$ cat src/rtl/audio_flow_status.sv
module audio_flow_status #(
  parameter int W      = 16,
  parameter int WIN    = 128,
  parameter int CW     = 8,
  parameter int LVL_M1 = 26029,
  parameter int LVL_0  = 29204,
  parameter int LVL_P1 = 32767
) (
  input  logic         clk,
  input  logic         rst_n,
  input  logic         tick,
  input  logic         pb_wr,
  input  logic [W-1:0] pb_l,
  input  logic [W-1:0] pb_r,
  output logic [W-1:0] dac_l,
  output logic [W-1:0] dac_r,
  input  logic [W-1:0] cin_l,
  input  logic [W-1:0] cin_r,
  input  logic         cap_rd,
  output logic [W-1:0] cap_l,
  output logic [W-1:0] cap_r,
  input  logic         pb_req,
  input  logic         cap_req,
  input  logic         mce,
  input  logic         cal_busy,
  output logic [7:0]   status,
  output logic         ovr_undr
);

  function automatic logic [1:0] grade(input logic [W-1:0] s);
    logic [W:0] m;
    m = s[W-1] ? ({1'b0, ~s} + 1'b1) : {1'b0, s};
    if (m > (W+1)'(LVL_P1))       grade = 2'd3;
    else if (m >= (W+1)'(LVL_0))  grade = 2'd2;
    else if (m >= (W+1)'(LVL_M1)) grade = 2'd1;
    else                          grade = 2'd0;
  endfunction

  logic         pb_fresh, cap_full, cor, pur, mce_q;
  logic [W-1:0] pb_bl, pb_br;
  logic [1:0]   orl, orr;
  logic [CW-1:0] win_cnt;

  wire fresh  = pb_fresh | pb_wr;
  wire take   = ~cap_full | cap_rd;
  wire aci    = cal_busy | (win_cnt != '0);

  assign status   = {cor, pur, aci, pb_req | cap_req, orr, orl};
  assign ovr_undr = cor | pur;

  always_ff @(posedge clk) begin
    if (!rst_n) begin
      pb_fresh <= 1'b0;
      pb_bl    <= '0;
      pb_br    <= '0;
      dac_l    <= '0;
      dac_r    <= '0;
      pur      <= 1'b0;
    end else begin
      if (pb_wr) begin
        pb_bl <= pb_l;
        pb_br <= pb_r;
      end
      if (tick) begin
        pb_fresh <= 1'b0;
        pur      <= ~fresh;
        dac_l    <= !fresh ? '0 : (pb_wr ? pb_l : pb_bl);
        dac_r    <= !fresh ? '0 : (pb_wr ? pb_r : pb_br);
      end else begin
        pb_fresh <= fresh;
      end
    end
  end

  always_ff @(posedge clk) begin
    if (!rst_n) begin
      cap_full <= 1'b0;
      cap_l    <= '0;
      cap_r    <= '0;
      cor      <= 1'b0;
      orl      <= 2'd0;
      orr      <= 2'd0;
    end else if (tick) begin
      orl <= grade(cin_l);
      orr <= grade(cin_r);
      cor <= ~take;
      if (take) begin
        cap_l    <= cin_l;
        cap_r    <= cin_r;
        cap_full <= 1'b1;
      end
    end else if (cap_rd) begin
      cap_full <= 1'b0;
    end
  end

  always_ff @(posedge clk) begin
    if (!rst_n) begin
      mce_q   <= 1'b0;
      win_cnt <= '0;
    end else begin
      mce_q <= mce;
      if (mce_q && !mce)
        win_cnt <= CW'(WIN);
      else if (tick && win_cnt != '0)
        win_cnt <= win_cnt - 1'b1;
    end
  end


  midscale_fill_chk: assert property (@(posedge clk) disable iff (!rst_n)
    (tick && !pb_fresh && !pb_wr) |=> (dac_l == '0 && dac_r == '0 && status[6]));


  held_capture_chk: assert property (@(posedge clk) disable iff (!rst_n)
    (tick && cap_full && !cap_rd) |=> ($stable(cap_l) && $stable(cap_r) && status[7]));


  flags_hold_chk: assert property (@(posedge clk) disable iff (!rst_n)
    !tick |=> ($stable(status[7:6]) && $stable(status[3:0])));


  window_start_chk: assert property (@(posedge clk) disable iff (!rst_n)
    (mce_q && !mce) |=> status[5]);


  window_bound_chk: assert property (@(posedge clk) disable iff (!rst_n)
    win_cnt <= CW'(WIN));

endmodule

$ cat config.mk
export PLATFORM = sky130hd
export DESIGN_NAME = audio_flow_status
export DESIGN_NICKNAME = d
export VERILOG_FILES = /design/src/rtl/audio_flow_status.sv
export SDC_FILE = /design/constraint.sdc
export NUM_CORES = 1
export LEC_CHECK = 0
export BUFFER_PORTS_ARGS = -buffer_cell sky130_fd_sc_hd__buf_4
export CORE_ASPECT_RATIO = 0.5
export CORE_MARGIN = 5
export CORE_UTILIZATION = 47
export CTS_CLUSTER_SIZE = 30
export DETAILED_ROUTE_END_ITERATION = 8
export GPL_ROUTABILITY_DRIVEN = 1
export MAX_ROUTING_LAYER = met4
export PLACE_DENSITY = 0.8
export SLEW_MARGIN = 20
export SYNTH_ARGS = -nofsm -noshare
export SYNTH_HDL_FRONTEND = slang
export SYNTH_SLANG_ARGS = --single-unit
$ cat constraint.sdc
create_clock -name clk -period 2.35 [get_ports clk]
set_input_delay 0.1175 -clock clk [delete_from_list [all_inputs] [get_ports clk]]
set_output_delay 0.1175 -clock clk [all_outputs]
set_load 0.05 [all_outputs]
# Word-level counts from Yosys, hierarchy flattened
# Cells that the tools add are included.
[word_totals]
register_bits = 113
in_bits = 73
output_inout_bits = 73
elab_cells = 63
[op_classes]
addsub = 3
n_lt_le_gt_ge = 6
eq_ne = 1
n_mux = 17
n_bitwise = 11
reduce_logical = 10
[op_table]
columns = ["operator", "count"]
rows = [
  [">= comparator 17 x 15 -> 1 bit (second input constant)", 4],
  ["2-to-1 mux 16 bit", 4],
  ["adder 16 x 1 -> 17 bit (second input constant)", 2],
  ["greater-than comparator 17 x 15 -> 1 bit (second input constant)", 2],
  ["2-to-1 mux 17 bit", 2],
  ["NOT 16 bit", 2],
  ["2-to-1 mux 8 bit", 2],
  ["2-to-1 mux 2 bit", 4],
  ["nonzero test 8 bit", 1],
  ["subtractor 8 x 1 -> 8 bit (second input constant)", 1],
  ["2-to-1 mux 1 bit", 5],
  ["OR 1 bit", 5],
  ["NOT 1 bit", 4],
  ["AND reduction 2 bit", 2],
  ["nonzero test 2 bit", 2],
  ["OR reduction 2 bit", 2],
  ["logical AND 1 bit", 2],
  ["inequality test 2 x 1 -> 1 bit (second input constant)", 1],
  ["zero test 1 bit", 1],
]

# Longest topological paths before layout
[depth]
depth_word = 7
depth_mapped = 10

# Worst setup path after synthesis
# No wires, ideal clock.
[synth_timing]
path_kind = "input to register"
startpoint = "input port cin_r[2]"
endpoint = "register orr[1]"
setup_ns = 0.075
arrival_ns = 2.228
required_time_ns = 2.275
setup_slack_ns = 0.047
stages = 9
path_cell_list = "buf_6 or4_4 or4_1 clkbuf_2 or3_1 o21ai_1 a31oi_1 or3_1 o22ai_1"
[synth_via]
elab_chain_len = 6
elab_cells_between_ends = 7
classes_between = "1 x add/sub; 2 x order compare; 3 x mux; 1 x bitwise"
[synth_rtl]
columns = ["item", "line", "source"]
rows = [
  ["from (decl)", "18", "input logic [W-1:0] cin_r,"],
  ["NOT 16 bit", "32", "m = s[W-1] ? ({1'b0, ~s} + 1'b1) : {1'b0, s};"],
  ["adder 16 x 1 -> 17 bit", "32", ""],
  ["2-to-1 mux 17 bit (*)", "32", ""],
  [">= comparator 17 x 15 -> 1 bit", "34", "else if (m >= (W+1)'(LVL_0)) grade = 2'd2;"],
  ["2-to-1 mux 2 bit", "34", ""],
  ["2-to-1 mux 2 bit (*)", "33", "if (m > (W+1)'(LVL_P1)) grade = 2'd3;"],
  ["to (signal assigned)", "85", "orr <= grade(cin_r);"],
  ["to (decl)", "41", "logic [1:0] orl, orr;"],
]
# Mark *: on every way between the ends. The rest lies on a longest branch, timed or not.
# A chain may end at the register's enable or synchronous reset.

# Final worst setup path
[layout_timing]
startpoint = "input port cin_l[4]"
endpoint = "register orl[0]"
[layout_via]
elab_chain_len = 7
elab_cells_between_ends = 9
classes_between = "1 x add/sub; 3 x order compare; 4 x mux; 1 x bitwise"
[layout_rtl]
columns = ["item", "line", "source"]
rows = [
  ["from (decl)", "17", "input logic [W-1:0] cin_l,"],
  ["NOT 16 bit", "32", ""],
  ["adder 16 x 1 -> 17 bit", "32", ""],
  ["2-to-1 mux 17 bit (*)", "32", ""],
  [">= comparator 17 x 15 -> 1 bit", "35", "else if (m >= (W+1)'(LVL_M1)) grade = 2'd1;"],
  ["2-to-1 mux 1 bit", "35", ""],
  ["2-to-1 mux 2 bit", "34", ""],
  ["2-to-1 mux 2 bit (*)", "33", ""],
  ["to (signal assigned)", "84", "orl <= grade(cin_l);"],
  ["to (decl)", "41", ""],
]
# Marks and branches as above.

==> impl_metrics.ini <==
[run_status]
status = complete, no violations

[global_routing]
antenna_found_initial = 0
grt_pass1_wl_um = 25390
grt_overflow = 0
grt_pass1_vias = 5227
grt_util_all_layers = 0.2323
grt_max_degree = 59

[timing]
finalMaxSlewViolations = 0
period_needed_ns = 2.248
clock_skew_ns = 0.006574
hold_viol_final = 0
period_share = 0.9565
worst_pin_slew_ns = 0.5609
timing.slew.headroom = 0.6260
finalSetupViolCount = 0
fmax_mhz = 444.9
grt_setup_unrepaired = yes

[placement]
placed_area_um2 = 6507
gp_congestion = 0.8896
dp_cells = 901
hpwl_um = 9875
port_buffers = 145

[floorplanning]
io_pins = 146
start_util = 0.4787
fp.dieW_um = 159.1
core_um2 = 10910
die-area_um2 = 13450
fp-row-count = 27
die_h_um = 84.55

[finish]
fin_nets = 905
antenna_cells = 0
drive_gt1_frac = 0.2735
area_growth_pct = 47.88
fin_area_um2 = 7725
fin_cells = 986
nFillCells = 795

[worst_setup_path]
worstSetupEndpointType = flip-flop
r2r-end = win_cnt[7]
crit_chain = dlygate4sd3_1 > buf_4 > or3_1 > or4_1 > a211oi_2 > o211a_1 > a311oi_1 > a311o_1 > a21oi_1
critical_path_class = in2reg
cp_slowest_cell = dlygate4sd3_1
critPathBufInv = 2
cp_top_family = compound AO/OA/AOI/OAI gates
cp.required_ns = 2.69
reg2reg_slack_ns = 0.35
r2r_cells = 7
worstSetupStartpointType = input pin
max_stage_delay_ns = 0.54
path_max_fanout = 9
rr_startpoint = win_cnt[2]
arrival_ns = 2.58

[logic_synthesis]
avgSynthCellArea_um2 = 8.252
synth_fp_nets = 710
synth_edf_count = 0
synth_cell_types = 64
synth_top_area_share = 0.4331
synthArstFlopShare = 0
yosysWarnings = 0
syn_area_um2 = 5224
synthTopCellsByArea = dfxtp_1, nand2_1, mux2i_1, o31ai_1, nor2_1
synth_area_leader_cell = dfxtp_1
synth-seq-area-share = 0.4331
synth_top_flop_cell = dfxtp_1
ys_ff_latch = 113
synthCells = 633

[clocking]
tritoncts = done
cts_max_path_buffers = 2
cts.sinks = 113
clock_latency_ns = 0.41
root_buffer = clkbuf_16
cts_buffers = 17
post_cts_buffers = 0
htreeDepth = 4
clk_pin_slew_worst_paths_ns = 0.06

[hold_path]
hold_class = in2reg
worst_hold_path.endpoint = pb_bl[10]
min_from = pb_l[10]
hold_depth = 3

[power]
leakagePower_nw = 3.309
powerDensity_nw_per_um2 = 828.3
ir_drop_mv = 0.4538

[detailed_routing]
drtIter0Drc = 293
ant_nets = 0
via_per_inst = 5.323
wire_per_inst_um = 15.17
firstDrtPassIters = 5
drc = 0
route.vias.total = 5248
wl_um = 14960

[flow_run]
drv_cap = 0
[sequential cells by signal, indices dropped and copies added (netlist names)]
| signal | cells |
|---|---|
| cap_r | 16 |
| cap_l | 16 |
| pb_br | 16 |
| cap_full | 1 |
| dac_r | 16 |
| pb_bl | 16 |
| orr | 2 |
| win_cnt | 8 |
| pur | 1 |
| orl | 2 |
| pb_fresh | 1 |
| mce_q | 1 |
| dac_l | 16 |
| cor | 1 |
[cell usage in the layout (no fill, tap or decap), types with 6 or more instances in the layout]
cell           Yosys  routed
buf_4              3     175
nand2_1          120     120
dfxtp_1          113     113
nor2_1            63      62
dlygate4sd3_1      0      53
a21oi_1           46      46
mux2i_1           36      36
o31ai_1           34      34
clkbuf_16          0      17
o21ai_0           15      15
inv_1             10      10
nand2b_1           9       9
xnor2_1            9       9
nor3_1            11       8
xor2_1             6       6
nor3b_1            6       6
nand3_1            6       6
[area by class of cell]
class	instances	area (um2)	area share
Sequential cell	113	2262	0.2928
Tap cell	145	181.4	0.02349
Clock buffer	18	429.2	0.05556
Timing Repair Buffer	228	1844	0.2387
Clock inverter	14	212.7	0.02753
Inverter	12	45.04	0.005831
Multi-Input combinational cell	456	2750	0.3560
[worst max-delay path by stage]
stage               startpoint      to  depth (start not counted)
floorplan             cin_r[2]  orr[1]                          9
global route          cin_l[4]  orl[0]                          9
global placement      cin_r[0]  orr[1]                          8
detailed placement    cin_r[0]  orr[1]                          8
finish                cin_l[4]  orl[0]                          9
CTS                   cin_l[6]  orl[0]                         10
[layer usage]
| layer | share of wire | GRT usage |
|---|---|---|
| met4 | 0.023 | 0.08282 |
| met1 | 0.44 | 0.2780 |
| met5 | 0 | - |
| met2 | 0.48 | 0.3891 |
| met3 | 0.048 | 0.05150 |
[synthesized netlist by cell type, types with 4 or more instances]
cell and n:
mux2_2 4, o22ai_1 4, or2_2 5, mux2i_1 36, or3_1 5, clkbuf_1 41, nor3b_1 6, nor3_1 11
buf_1 4, o31ai_1 34, inv_1 10, o32ai_1 4, nand2b_1 9, xnor2_1 9, nor4_1 6, nand3b_1 5
ha_1 4, nor2_1 63, a21oi_1 46, dfxtp_1 113, nand2_1 120, xor2_1 6, nand3_1 6, o21ai_0 15
[report_power, final]
part | internal, W | switching, W | leakage, nW | total (W)
Sequential | 0.00208 | 0.000102 | 0.928 | 0.00218
Clock | 0.00188 | 0.000916 | 0.314 | 0.00280
Combinational | 0.000597 | 0.000824 | 2.07 | 0.00142
[per-stage QoR]
stage	utilization	total power [W]	setup WS, ns	setup TNS, ns	hold WS [ns]
global route	0.7079	0.006702	-0.002590	-0.002590	0.02548
detailed placement	0.5964	0.003524	-0.05799	-0.1618	0.3336
CTS	0.7035	0.006442	0.01752	0	0.001587
finish	0.7079	0.006398	0.1021	0	0.002345
floorplan	-	0.003100	0.04749	0	0.2392
global placement	0.5964	0.003483	-0.04661	-0.06781	0.3290
[worst reg2reg max path: stages, from the launching register on]
cell and delay [ns]:
dfxtp_1 0.34, or4_1 0.60, nor4b_2 0.36, nor2_1 0.12, nand3_1 0.14, nor3_1 0.08, xnor2_1 0.14, a21oi_1 0.09
[cells by family (layout without fill, tap and decap cells)]
family	count (synthesis)	after routing	share of synthesized area
simple gates	259	259	0.2283
xor+xnor	15	15	0.02515
mux	40	40	0.07761
fa+ha+maj	4	4	0.009581
flops	113	113	0.4331
compound gates	138	138	0.1760
buf+inv	64	272	0.05030
[what timing repair did]
action / in CTS / in global routing
setup endpoints to repair: 1 / 4
hold buffers: 52 / 1
pin swaps: 0 / 0
endpoints found under the hold margin: 52 / 1
gates cloned: 0 / 0
resized for setup: 1 / 8
Note: power is estimated with default switching activity, not from simulation.
